$ cat src/rtl/lrw_pkg.sv
// Shared definitions for the lattice raster writer: FSM state encoding
// and the layout of a node word.
package lrw_pkg;

    // State numbers kept as behaviour: 2 = clear write, 1 = wait ack, 0 = grid write
    typedef enum logic [1:0] {
        ST_DRAW = 2'd0,
        ST_WAIT = 2'd1,
        ST_FILL = 2'd2
    } lrw_state_t;

    localparam int NODE_W = 7;   // node word width
    localparam int TAG_W  = 3;   // tag field in the low bits
    localparam int DIR_N  = 4;   // one particle flag per direction above the tag
    localparam logic [TAG_W-1:0] TAG_WALL = 3'b111;

endpackage

$ cat src/rtl/lrw_wrap_counter.sv
// Modulo counter: steps when 'step' is high and wraps from LIMIT-1 to 0.
// Assumes LIMIT >= 1 and WIDTH large enough to hold LIMIT-1.
module lrw_wrap_counter #(
    parameter int LIMIT = 8,
    parameter int WIDTH = $clog2(LIMIT + 1)
) (
    input  logic             clk,
    input  logic             rst_n,
    input  logic             step,
    output logic [WIDTH-1:0] value,
    output logic             at_last
);

    // Flags the final count so callers can chain carries
    assign at_last = (value == WIDTH'(LIMIT - 1));

    // Count register with synchronous reset and wrap
    always_ff @(posedge clk) begin
        if (!rst_n) begin
            value <= '0;
        end else if (step) begin
            value <= at_last ? '0 : value + 1'b1;
        end
    end

endmodule

$ cat src/rtl/lrw_node_shader.sv
// Maps a node word to a pixel colour. A wall tag wins over everything else.
// Otherwise the colour is the particle-flag count times LEVEL_STEP.
// Assumes DIR_N*LEVEL_STEP fits in PIX_W bits.
module lrw_node_shader
    import lrw_pkg::*;
#(
    parameter int               PIX_W      = 8,
    parameter int               LEVEL_STEP = 63,
    parameter logic [PIX_W-1:0] WALL_COLOR = 8'hE0
) (
    input  logic [NODE_W-1:0] node_word,
    output logic [PIX_W-1:0]  colour
);

    localparam int CNT_W = $clog2(DIR_N + 1);

    logic [CNT_W-1:0] flags;

    // Counts the particle flags and picks the wall or brightness colour
    always_comb begin
        flags = '0;
        for (int i = 0; i < DIR_N; i++) begin
            flags = flags + CNT_W'(node_word[TAG_W + i]);
        end
        if (node_word[TAG_W-1:0] == TAG_WALL) begin
            colour = WALL_COLOR;
        end else begin
            colour = PIX_W'(int'(flags) * LEVEL_STEP);
        end
    end

endmodule

$ cat src/rtl/lattice_raster_writer.sv
// Frame-buffer write master for a square lattice-gas grid.
// After reset it clears the full screen to black. It then scans the
// grid region without end, drawing each node as a SCALE x SCALE block
// centred on the screen. Every write is held until a one-cycle
// acknowledge. Assumes GRID_N >= 2 and GRID_N*SCALE <= both screen sizes.
// node_word must be valid in the same cycle that node_col/node_row are presented.
module lattice_raster_writer
    import lrw_pkg::*;
#(
    parameter int               SCREEN_W   = 640,
    parameter int               SCREEN_H   = 480,
    parameter int               GRID_N     = 45,
    parameter int               SCALE      = 8,
    parameter int               PIX_W      = 8,
    parameter int               LEVEL_STEP = 63,
    parameter logic [PIX_W-1:0] WALL_COLOR = 8'hE0,
    localparam int              XW         = $clog2(SCREEN_W),
    localparam int              YW         = $clog2(SCREEN_H),
    localparam int              GW         = $clog2(GRID_N)
) (
    input  logic              clk,
    input  logic              rst_n,
    output logic [GW-1:0]     node_col,
    output logic [GW-1:0]     node_row,
    input  logic [NODE_W-1:0] node_word,
    output logic              wr_req,
    output logic [XW-1:0]     pix_x,
    output logic [YW-1:0]     pix_y,
    output logic [PIX_W-1:0]  pix_data,
    input  logic              wr_ack
);

    localparam int SPAN  = GRID_N * SCALE;
    localparam int X_OFF = (SCREEN_W - SPAN) / 2;
    localparam int Y_OFF = (SCREEN_H - SPAN) / 2;
    localparam int MAXL  = (SCALE > GRID_N) ? SCALE : GRID_N;
    localparam int CW    = $clog2(MAXL + 1);
    localparam int LVLS  = 4;   // sub-x, node col, sub-y, node row

    lrw_state_t       state;
    logic             fill_q;
    logic             clr_adv;
    logic             drw_adv;
    logic [XW-1:0]    cx;
    logic [YW-1:0]    cy;
    logic             cx_last;
    logic             cy_last;
    logic [LVLS-1:0]  g_step;
    logic [LVLS-1:0]  g_last;
    logic [CW-1:0]    g_val [LVLS];
    logic             frame_wrap;
    logic [PIX_W-1:0] shade;
    logic [XW-1:0]    draw_x;
    logic [YW-1:0]    draw_y;

    // Accept events: one per acknowledged write, split by phase
    assign clr_adv = (state == ST_WAIT) && wr_ack && fill_q;
    assign drw_adv = (state == ST_WAIT) && wr_ack && !fill_q;

    // Full-screen clear scan, x fastest
    lrw_wrap_counter #(.LIMIT(SCREEN_W), .WIDTH(XW)) u_clr_x (
        .clk(clk), .rst_n(rst_n), .step(clr_adv),
        .value(cx), .at_last(cx_last)
    );
    lrw_wrap_counter #(.LIMIT(SCREEN_H), .WIDTH(YW)) u_clr_y (
        .clk(clk), .rst_n(rst_n), .step(clr_adv && cx_last),
        .value(cy), .at_last(cy_last)
    );

    // Grid scan as a carry chain: sub-x, node column, sub-y, node row
    assign g_step[0] = drw_adv;
    for (genvar i = 0; i < LVLS; i++) begin : g_chain
        localparam int LIM = (i % 2 == 0) ? SCALE : GRID_N;
        lrw_wrap_counter #(.LIMIT(LIM), .WIDTH(CW)) u_lvl (
            .clk(clk), .rst_n(rst_n), .step(g_step[i]),
            .value(g_val[i]), .at_last(g_last[i])
        );
        if (i < LVLS - 1) begin : g_carry
            assign g_step[i+1] = g_step[i] && g_last[i];
        end
    end
    assign frame_wrap = g_step[LVLS-1] && g_last[LVLS-1];

    // Node lookup follows the grid scan position
    assign node_col = GW'(g_val[1]);
    assign node_row = GW'(g_val[3]);

    lrw_node_shader #(
        .PIX_W(PIX_W), .LEVEL_STEP(LEVEL_STEP), .WALL_COLOR(WALL_COLOR)
    ) u_shader (
        .node_word(node_word),
        .colour(shade)
    );

    // Screen coordinate of the current grid-scan pixel
    always_comb begin
        draw_x = XW'(X_OFF + int'(g_val[1]) * SCALE + int'(g_val[0]));
        draw_y = YW'(Y_OFF + int'(g_val[3]) * SCALE + int'(g_val[2]));
    end

    // Phase flag: set by reset, cleared when the last clear pixel is accepted
    always_ff @(posedge clk) begin
        if (!rst_n) begin
            fill_q <= 1'b1;
        end else if (clr_adv && cx_last && cy_last) begin
            fill_q <= 1'b0;
        end
    end

    // Bus master FSM: issue a write, hold it until acknowledge, then pick the phase
    always_ff @(posedge clk) begin
        if (!rst_n) begin
            state    <= ST_FILL;
            wr_req   <= 1'b0;
            pix_x    <= '0;
            pix_y    <= '0;
            pix_data <= '0;
        end else begin
            case (state)
                ST_FILL: begin
                    pix_x    <= cx;
                    pix_y    <= cy;
                    pix_data <= '0;
                    wr_req   <= 1'b1;
                    state    <= ST_WAIT;
                end
                ST_DRAW: begin
                    pix_x    <= draw_x;
                    pix_y    <= draw_y;
                    pix_data <= shade;
                    wr_req   <= 1'b1;
                    state    <= ST_WAIT;
                end
                ST_WAIT: begin
                    if (wr_ack) begin
                        wr_req <= 1'b0;
                        state  <= (fill_q && !(cx_last && cy_last)) ? ST_FILL : ST_DRAW;
                    end
                end
                default: begin
                    wr_req <= 1'b0;
                    state  <= ST_FILL;
                end
            endcase
        end
    end

endmodule

$ cat config.mk
export PLATFORM = sky130hd
export DESIGN_NAME = lattice_raster_writer
export DESIGN_NICKNAME = d
export VERILOG_FILES = /design/src/rtl/lrw_pkg.sv /design/src/rtl/lrw_wrap_counter.sv /design/src/rtl/lrw_node_shader.sv /design/src/rtl/lattice_raster_writer.sv
export SDC_FILE = /design/constraint.sdc
export NUM_CORES = 1
export LEC_CHECK = 0
export CORE_AREA = 5 5 93 95
export DETAILED_ROUTE_END_ITERATION = 8
export DIE_AREA = 0 0 98 100
export DONT_BUFFER_PORTS = 1
export GPL_ROUTABILITY_DRIVEN = 0
export PLACE_DENSITY = 0.73
export SLEW_MARGIN = 20
export SYNTH_ARGS = -nofsm -noshare
export SYNTH_HDL_FRONTEND = slang
export SYNTH_SLANG_ARGS = --single-unit
$ cat constraint.sdc
create_clock -name clk -period 2.7 [get_ports clk]
set_clock_uncertainty 0.05 [all_clocks]
set_input_delay 0.135 -clock clk [delete_from_list [all_inputs] [get_ports clk]]
set_output_delay 0.135 -clock clk [all_outputs]
set_load 0.05 [all_outputs]
After elaboration in Yosys (flattened, before gate mapping)
Index checks and enable logic that the tools add are counted.
{"block": "totals", "output_inout_bits": 40, "elab_cells": 66, "ff_bits": 74, "in_bits": 10}
{"block": "op_classes", "mux": 15, "n_reduce_logical": 15, "addsub": 13, "n_eq_ne": 10, "mul": 1}
{"op": "adder 6 x 1 -> 6 bit (second input constant)", "n": 4}
{"op": "2-to-1 mux 6 bit", "n": 4}
{"op": "case mux 10 bit (2 select lines)", "n": 1}
{"op": "case mux 9 bit (2 select lines)", "n": 1}
{"op": "case mux 8 bit (2 select lines)", "n": 1}
{"op": "equality test 6 x 3 -> 1 bit (second input constant)", "n": 2}
{"op": "equality test 6 bit (second input constant)", "n": 2}
{"op": "adder 10 x 1 -> 10 bit (second input constant)", "n": 1}
{"op": "adder 10 x 6 -> 10 bit", "n": 1}
{"op": "adder 8 x 9 -> 10 bit (first input constant)", "n": 1}
{"op": "equality test 10 bit (second input constant)", "n": 1}
{"op": "logical AND 1 bit", "n": 10}
{"op": "2-to-1 mux 10 bit", "n": 1}
{"op": "adder 6 x 9 -> 9 bit (first input constant)", "n": 1}
{"op": "adder 9 x 1 -> 9 bit (second input constant)", "n": 1}
{"op": "adder 9 x 6 -> 9 bit", "n": 1}
{"op": "equality test 9 bit (second input constant)", "n": 1}
{"op": "2-to-1 mux 9 bit", "n": 1}
{"op": "multiplier 3 x 6 -> 8 bit (second input constant)", "n": 1}
{"op": "2-to-1 mux 8 bit", "n": 1}
{"op": "adder 3 x 1 -> 3 bit", "n": 2}
{"op": "2-to-1 mux 2 bit", "n": 2}
{"op": "case mux 2 bit (2 select lines)", "n": 1}
{"op": "equality test 3 bit (second input constant)", "n": 1}
{"op": "other kinds (10)", "n": 11}

Logic depth before layout (Yosys ltp)
{"block": "logic_depth", "word_depth": 7, "mapped_depth": 14, "depth_no_buf": 14}

Cells and area by module
From an unflattened synthesis, not the netlist that was laid out.
{"block": "hier_totals", "hier_cells": 472, "hier_area_um2": 4185.3}
{"mod": "lattice_raster_writer", "cells_each": 214, "area_each_um2": 1794.2, "n_inst": 1, "seq_area_each_um2": 620.6}
{"mod": "lrw_wrap_counter at g_chain[1].u_lvl ...", "cells_each": 33, "area_each_um2": 316.6, "n_inst": 2, "seq_area_each_um2": 120.1}
{"mod": "lrw_wrap_counter at g_chain[0].u_lvl ...", "cells_each": 28, "area_each_um2": 279.0, "n_inst": 2, "seq_area_each_um2": 120.1}
{"mod": "lrw_wrap_counter at u_clr_x", "cells_each": 52, "area_each_um2": 466.7, "n_inst": 1, "seq_area_each_um2": 200.2}
{"mod": "lrw_wrap_counter at u_clr_y", "cells_each": 48, "area_each_um2": 414.1, "n_inst": 1, "seq_area_each_um2": 180.2}
{"mod": "lrw_node_shader", "cells_each": 36, "area_each_um2": 319.1, "n_inst": 1, "seq_area_each_um2": 0.0}

Worst setup path before layout
OpenSTA, ideal clock, no wires.
{"block": "synth_path", "path_kind": "input-to-reg", "startpoint": "input port node_word[3]", "endpoint": "register pix_data[5]", "slack_ns": -0.160, "required_ns": 2.585, "path_buffers": 0, "setup_ns": 0.065, "stages": 13, "arrival_ns": 2.745, "cell_sequence": "ha_1 > inv_1 > fa_1 > ha_1 > inv_1 > ha_1 > ha_1 > fa_1 > inv_1 > fa_1 > a211oi_1 > a21oi_1 > nor2_1"}
{"block": "synth_via", "elab_chain_cells": 6}
{"item": "start, declared", "line": "lattice_raster_writer.sv:25", "source": "input logic [NODE_W-1:0] node_word,"}
{"item": "adder 1 x 1 -> 2 bit", "line": "lrw_node_shader.sv:23", "source": "flags = flags + CNT_W'(node_word[TAG_W + i]);"}
{"item": "adder 3 x 1 -> 3 bit (2 in series)", "line": "lrw_node_shader.sv:23"}
{"item": "multiplier 3 x 6 -> 8 bit", "line": "lrw_node_shader.sv:28", "source": "colour = PIX_W'(int'(flags) * LEVEL_STEP);"}
{"item": "2-to-1 mux 8 bit", "line": "lrw_node_shader.sv:25", "source": "if (node_word[TAG_W-1:0] == TAG_WALL) begin"}
{"item": "case mux 8 bit (2 select lines)", "line": "lattice_raster_writer.sv:119", "source": "case (state)"}
{"item": "end signal, assigned", "line": "lattice_raster_writer.sv:117", "source": "pix_data <= '0;"}
{"item": "end signal, assigned", "line": "lattice_raster_writer.sv:123", "source": "pix_data <= '0;"}
{"item": "end signal, assigned", "line": "lattice_raster_writer.sv:130", "source": "pix_data <= shade;"}
{"item": "end, declared", "line": "lattice_raster_writer.sv:29", "source": "output logic [PIX_W-1:0] pix_data,"}
Every way passes these cells.
A chain may end at the register's enable or synchronous reset.

Worst setup path after layout
{"block": "layout_path", "startpoint": "input port node_word[4]", "endpoint": "register pix_data[5]"}
Same word-level chain as after synthesis.

==> metrics <==
worst slew slack as a fraction of its limit=0.339; Clock Path Buffers=2; routed wirelength normalized by instance count=16.1 um; nets in the synthesized netlist=531; number of synthesized flops with an enable pin=0; Max Cap Violations=0; predominant post-synthesis flop cell=sky130_fd_sc_hd__dfxtp_1; overall power consumption=2.52 mW; number of failing setup endpoints in the final timing report=0; WP data arrival=2.69 ns; final-layout fill cell count=654; final critical-path required period=2.44 ns; most instantiated library cell after synthesis=sky130_fd_sc_hd__dfxtp_1; antenna diode count=0; wire length of the first global-routing pass=16200 um; total global routing track utilization=0.204; Hold EP=u_clr_x.value[9]; main combinational cell family by area after synthesis=simple AND/OR/NAND/NOR gates; worst-path maximum fanout=2; final cell count without fillers=605; DRC violations left=0; CTS-repair resized insts=0; register area share after synthesis=0.358; horizontal extent of the die=98 um; Crit. End Element=flip-flop; vias=3542; 1st-iter DRT viols=152; warnings from Yosys=0; origin of the worst min-delay path=rst_n; post-synthesis cell type with the largest combined area=sky130_fd_sc_hd__dfxtp_1; period utilization=0.905; clock root buffer=sky130_fd_sc_hd__clkbuf_8; area of the core=7650 um^2; clock buffer count from CTS=9; Compound-Gate Fraction of Synth Area=0.140; category of the critical setup timing path=input port to flip-flop; clock-pin slew on the worst setup and hold paths=0.09 ns; CTS tree=yes; area of the die=9800 um^2; failing checks=hold timing; xor/xnor share of the synthesized area=0.0508; cell depth of the worst hold path=2; final design utilization=0.613; largest net degree at the start of global routing=37; Peak VDD IR=0.000364 V; clock latency on the worst-skew pair=0.36 ns; top area cells in the synthesized netlist=sky130_fd_sc_hd__dfxtp_1 36%, sky130_fd_sc_hd__ha_1 10%, sky130_fd_sc_hd__nor2_1 4.6%; final setup slack of the worst path=0.257 ns; Seq cells post-synth=74; final layout net count=548; placed cell count=586; run status=finished with violations; setup repair after global routing missed its margin=no; y dimension of the die=100 um; endpoint of the lowest-slack register-to-register path=pix_y[7]; post-synthesis instance total=481; leading cell types by count after synthesis=74 x sky130_fd_sc_hd__dfxtp_1, 51 x sky130_fd_sc_hd__nor2_1, 39 x sky130_fd_sc_hd__inv_1; power density cells=537 nW/um^2; count of final hold-check violations=1; area of the multi-input gates=2500 um^2; average footprint of a synthesized cell=8.61 um^2; Area growth, synth to finish=13.2%; wirelength, routed=9770 um; f_max=0.409 GHz; Starting Density=0.541; number of nets still failing antenna checks after routing=0; ys async rst share=0; number of global-route vias before repair=3384; ratio of routed vias to standard cells=5.85; worst-margin pin slew=0.988 ns; Top Ports=50; Max H-tree Level=3; CTS sink count=74; r2r worst-path depth=10; Slew Viols, Final=0; worst hold path type=input port to flip-flop; startpoint type of the worst setup path=input port; share of the synthesized area in the top cell type=0.358; worst setup slack before clock tree synthesis=-0.122 ns; Hold Slack=-0.00489 ns; count of TritonRoute iterations in the first routing pass=4; multiplexer area fraction after synthesis=0.0387; fraction of the mapped netlist area in simple logic gates=0.224; leftover overflow at the end of global routing=0; fraction of layout instances using a drive strength above 1=0.115; Mapped Area=4140 um^2; HPWL after detailed placement=6990 um; sequential cell area=1480 um^2; post-synthesis cell type count=59; required time at the worst-slack endpoint=2.95 ns; register-to-register path setup slack=0.33 ns; leakage power total=1.87 nW; Site Rows=32; count of buffers from port buffering=0; initial antenna violation count=0; adder and majority gate portion of the synthesized area=0.132; Critical R2R Launch=g_chain[2].u_lvl.value[3]
-- registers in the layout, summed over array words and instances, names as in the netlist --
register             cells
fill_q                   1
u_clr_x.value           10
u_clr_y.value            9
wr_req                   1
g_chain.u_lvl.value     24
pix_data                 8
state                    2
pix_x                   10
pix_y                    9
-- logic make-up after synthesis --
kind of cell | after synthesis
AOI/OAI and AO/OA | 90
xor gates and xnor gates | 24
adders and majority gates | 40
buffers and inverters | 61
DFF | 74
muxes | 16
and+or+nand+nor | 176
-- where the power goes --
part	leakage (nW)	switching (mW)	internal [mW]
clock network	0.107	0.438	0.524
logic	1.16	0.171	0.138
registers	0.600	0.124	1.12
total	1.87	0.733	1.78
-- through the flow --
stage / cell area (um^2) / TNS (ns)
2_1_floorplan: 4220 / -0.0309
3_3_place_gp: 4440 / -0.0677
3_5_place_dp: 4440 / -0.122
4_1_cts: 4690 / 0
5_1_grt: 4690 / 0
6_report: 4690 / 0
-- worst max-delay path, stage by stage --
cell and delay, ns:
sky130_fd_sc_hd__ha_4 0.24, sky130_fd_sc_hd__inv_2 0.03, sky130_fd_sc_hd__fa_2 0.39, sky130_fd_sc_hd__inv_2 0.10
sky130_fd_sc_hd__ha_4 0.21, sky130_fd_sc_hd__ha_4 0.16, sky130_fd_sc_hd__ha_4 0.16, sky130_fd_sc_hd__fa_2 0.35
sky130_fd_sc_hd__inv_2 0.06, sky130_fd_sc_hd__fa_1 0.41, sky130_fd_sc_hd__a211oi_1 0.27, sky130_fd_sc_hd__a21oi_1 0.07
sky130_fd_sc_hd__nor2_1 0.11
-- layer usage --
| layer | track usage | vias to the layer above | routed length, um |
|---|---|---|---|
| li1 | - | 1737 | - |
| met5 | 0 | - | 0 |
| met3 | 0.0674 | 12 | 803 |
| met2 | 0.331 | 106 | 4590 |
| met4 | 0.0777 | 0 | 164 |
| met1 | 0.252 | 1687 | 4210 |
-- how the worst max path moves through the flow --
stage | startpoint | to | slack [ns] | depth (start not counted)
after floorplan | node_word[4] | pix_data[5] | -0.03 | 12
after global placement | node_word[4] | pix_data[5] | -0.07 | 13
after detailed placement | node_word[4] | pix_data[5] | -0.12 | 13
after CTS | node_word[4] | pix_data[5] | 0.24 | 13
after global routing | g_chain[2].u_lvl.value[3] | pix_y[7] | 0.09 | 10
final | node_word[4] | pix_data[5] | 0.26 | 13
-- layout by cell type (no fill, tap or decap), types with 4 or more instances in the layout --
master / count
sky130_fd_sc_hd__buf_4: 23
sky130_fd_sc_hd__xor2_1: 12
sky130_fd_sc_hd__xnor2_1: 12
sky130_fd_sc_hd__dfxtp_1: 74
sky130_fd_sc_hd__mux2i_1: 16
sky130_fd_sc_hd__inv_2: 5
sky130_fd_sc_hd__a211oi_1: 5
sky130_fd_sc_hd__clkbuf_8: 9
sky130_fd_sc_hd__nand4_1: 13
sky130_fd_sc_hd__nand3_1: 16
sky130_fd_sc_hd__ha_1: 28
sky130_fd_sc_hd__a21oi_1: 29
sky130_fd_sc_hd__nand2_1: 32
sky130_fd_sc_hd__or3_1: 7
sky130_fd_sc_hd__o21ai_0: 17
sky130_fd_sc_hd__and4_1: 4
sky130_fd_sc_hd__nor2b_1: 4
sky130_fd_sc_hd__and3_1: 9
sky130_fd_sc_hd__a31oi_1: 4
sky130_fd_sc_hd__inv_1: 34
sky130_fd_sc_hd__o211ai_1: 4
sky130_fd_sc_hd__or4_1: 4
sky130_fd_sc_hd__nor3_1: 10
sky130_fd_sc_hd__nor2_1: 51
sky130_fd_sc_hd__ha_4: 6
sky130_fd_sc_hd__fa_1: 4
sky130_fd_sc_hd__and2_1: 4
-- cell type report --
| class | instances | area share |
|---|---|---|
| sequential | 74 | 0.316 |
| timing repair buffer | 26 | 0.0432 |
| clock inverter | 6 | 0.0192 |
| clock buffer | 10 | 0.0272 |
| tap | 102 | 0.0272 |
| multi-input combinational | 346 | 0.534 |
| inverter | 41 | 0.0334 |
-- what timing repair did --
action                    4_1_cts  5_1_grt
buffers inserted                0        0
hold endpoints to repair       20        0
hold buffers                    3        0
(Power assumes the default switching activity.)
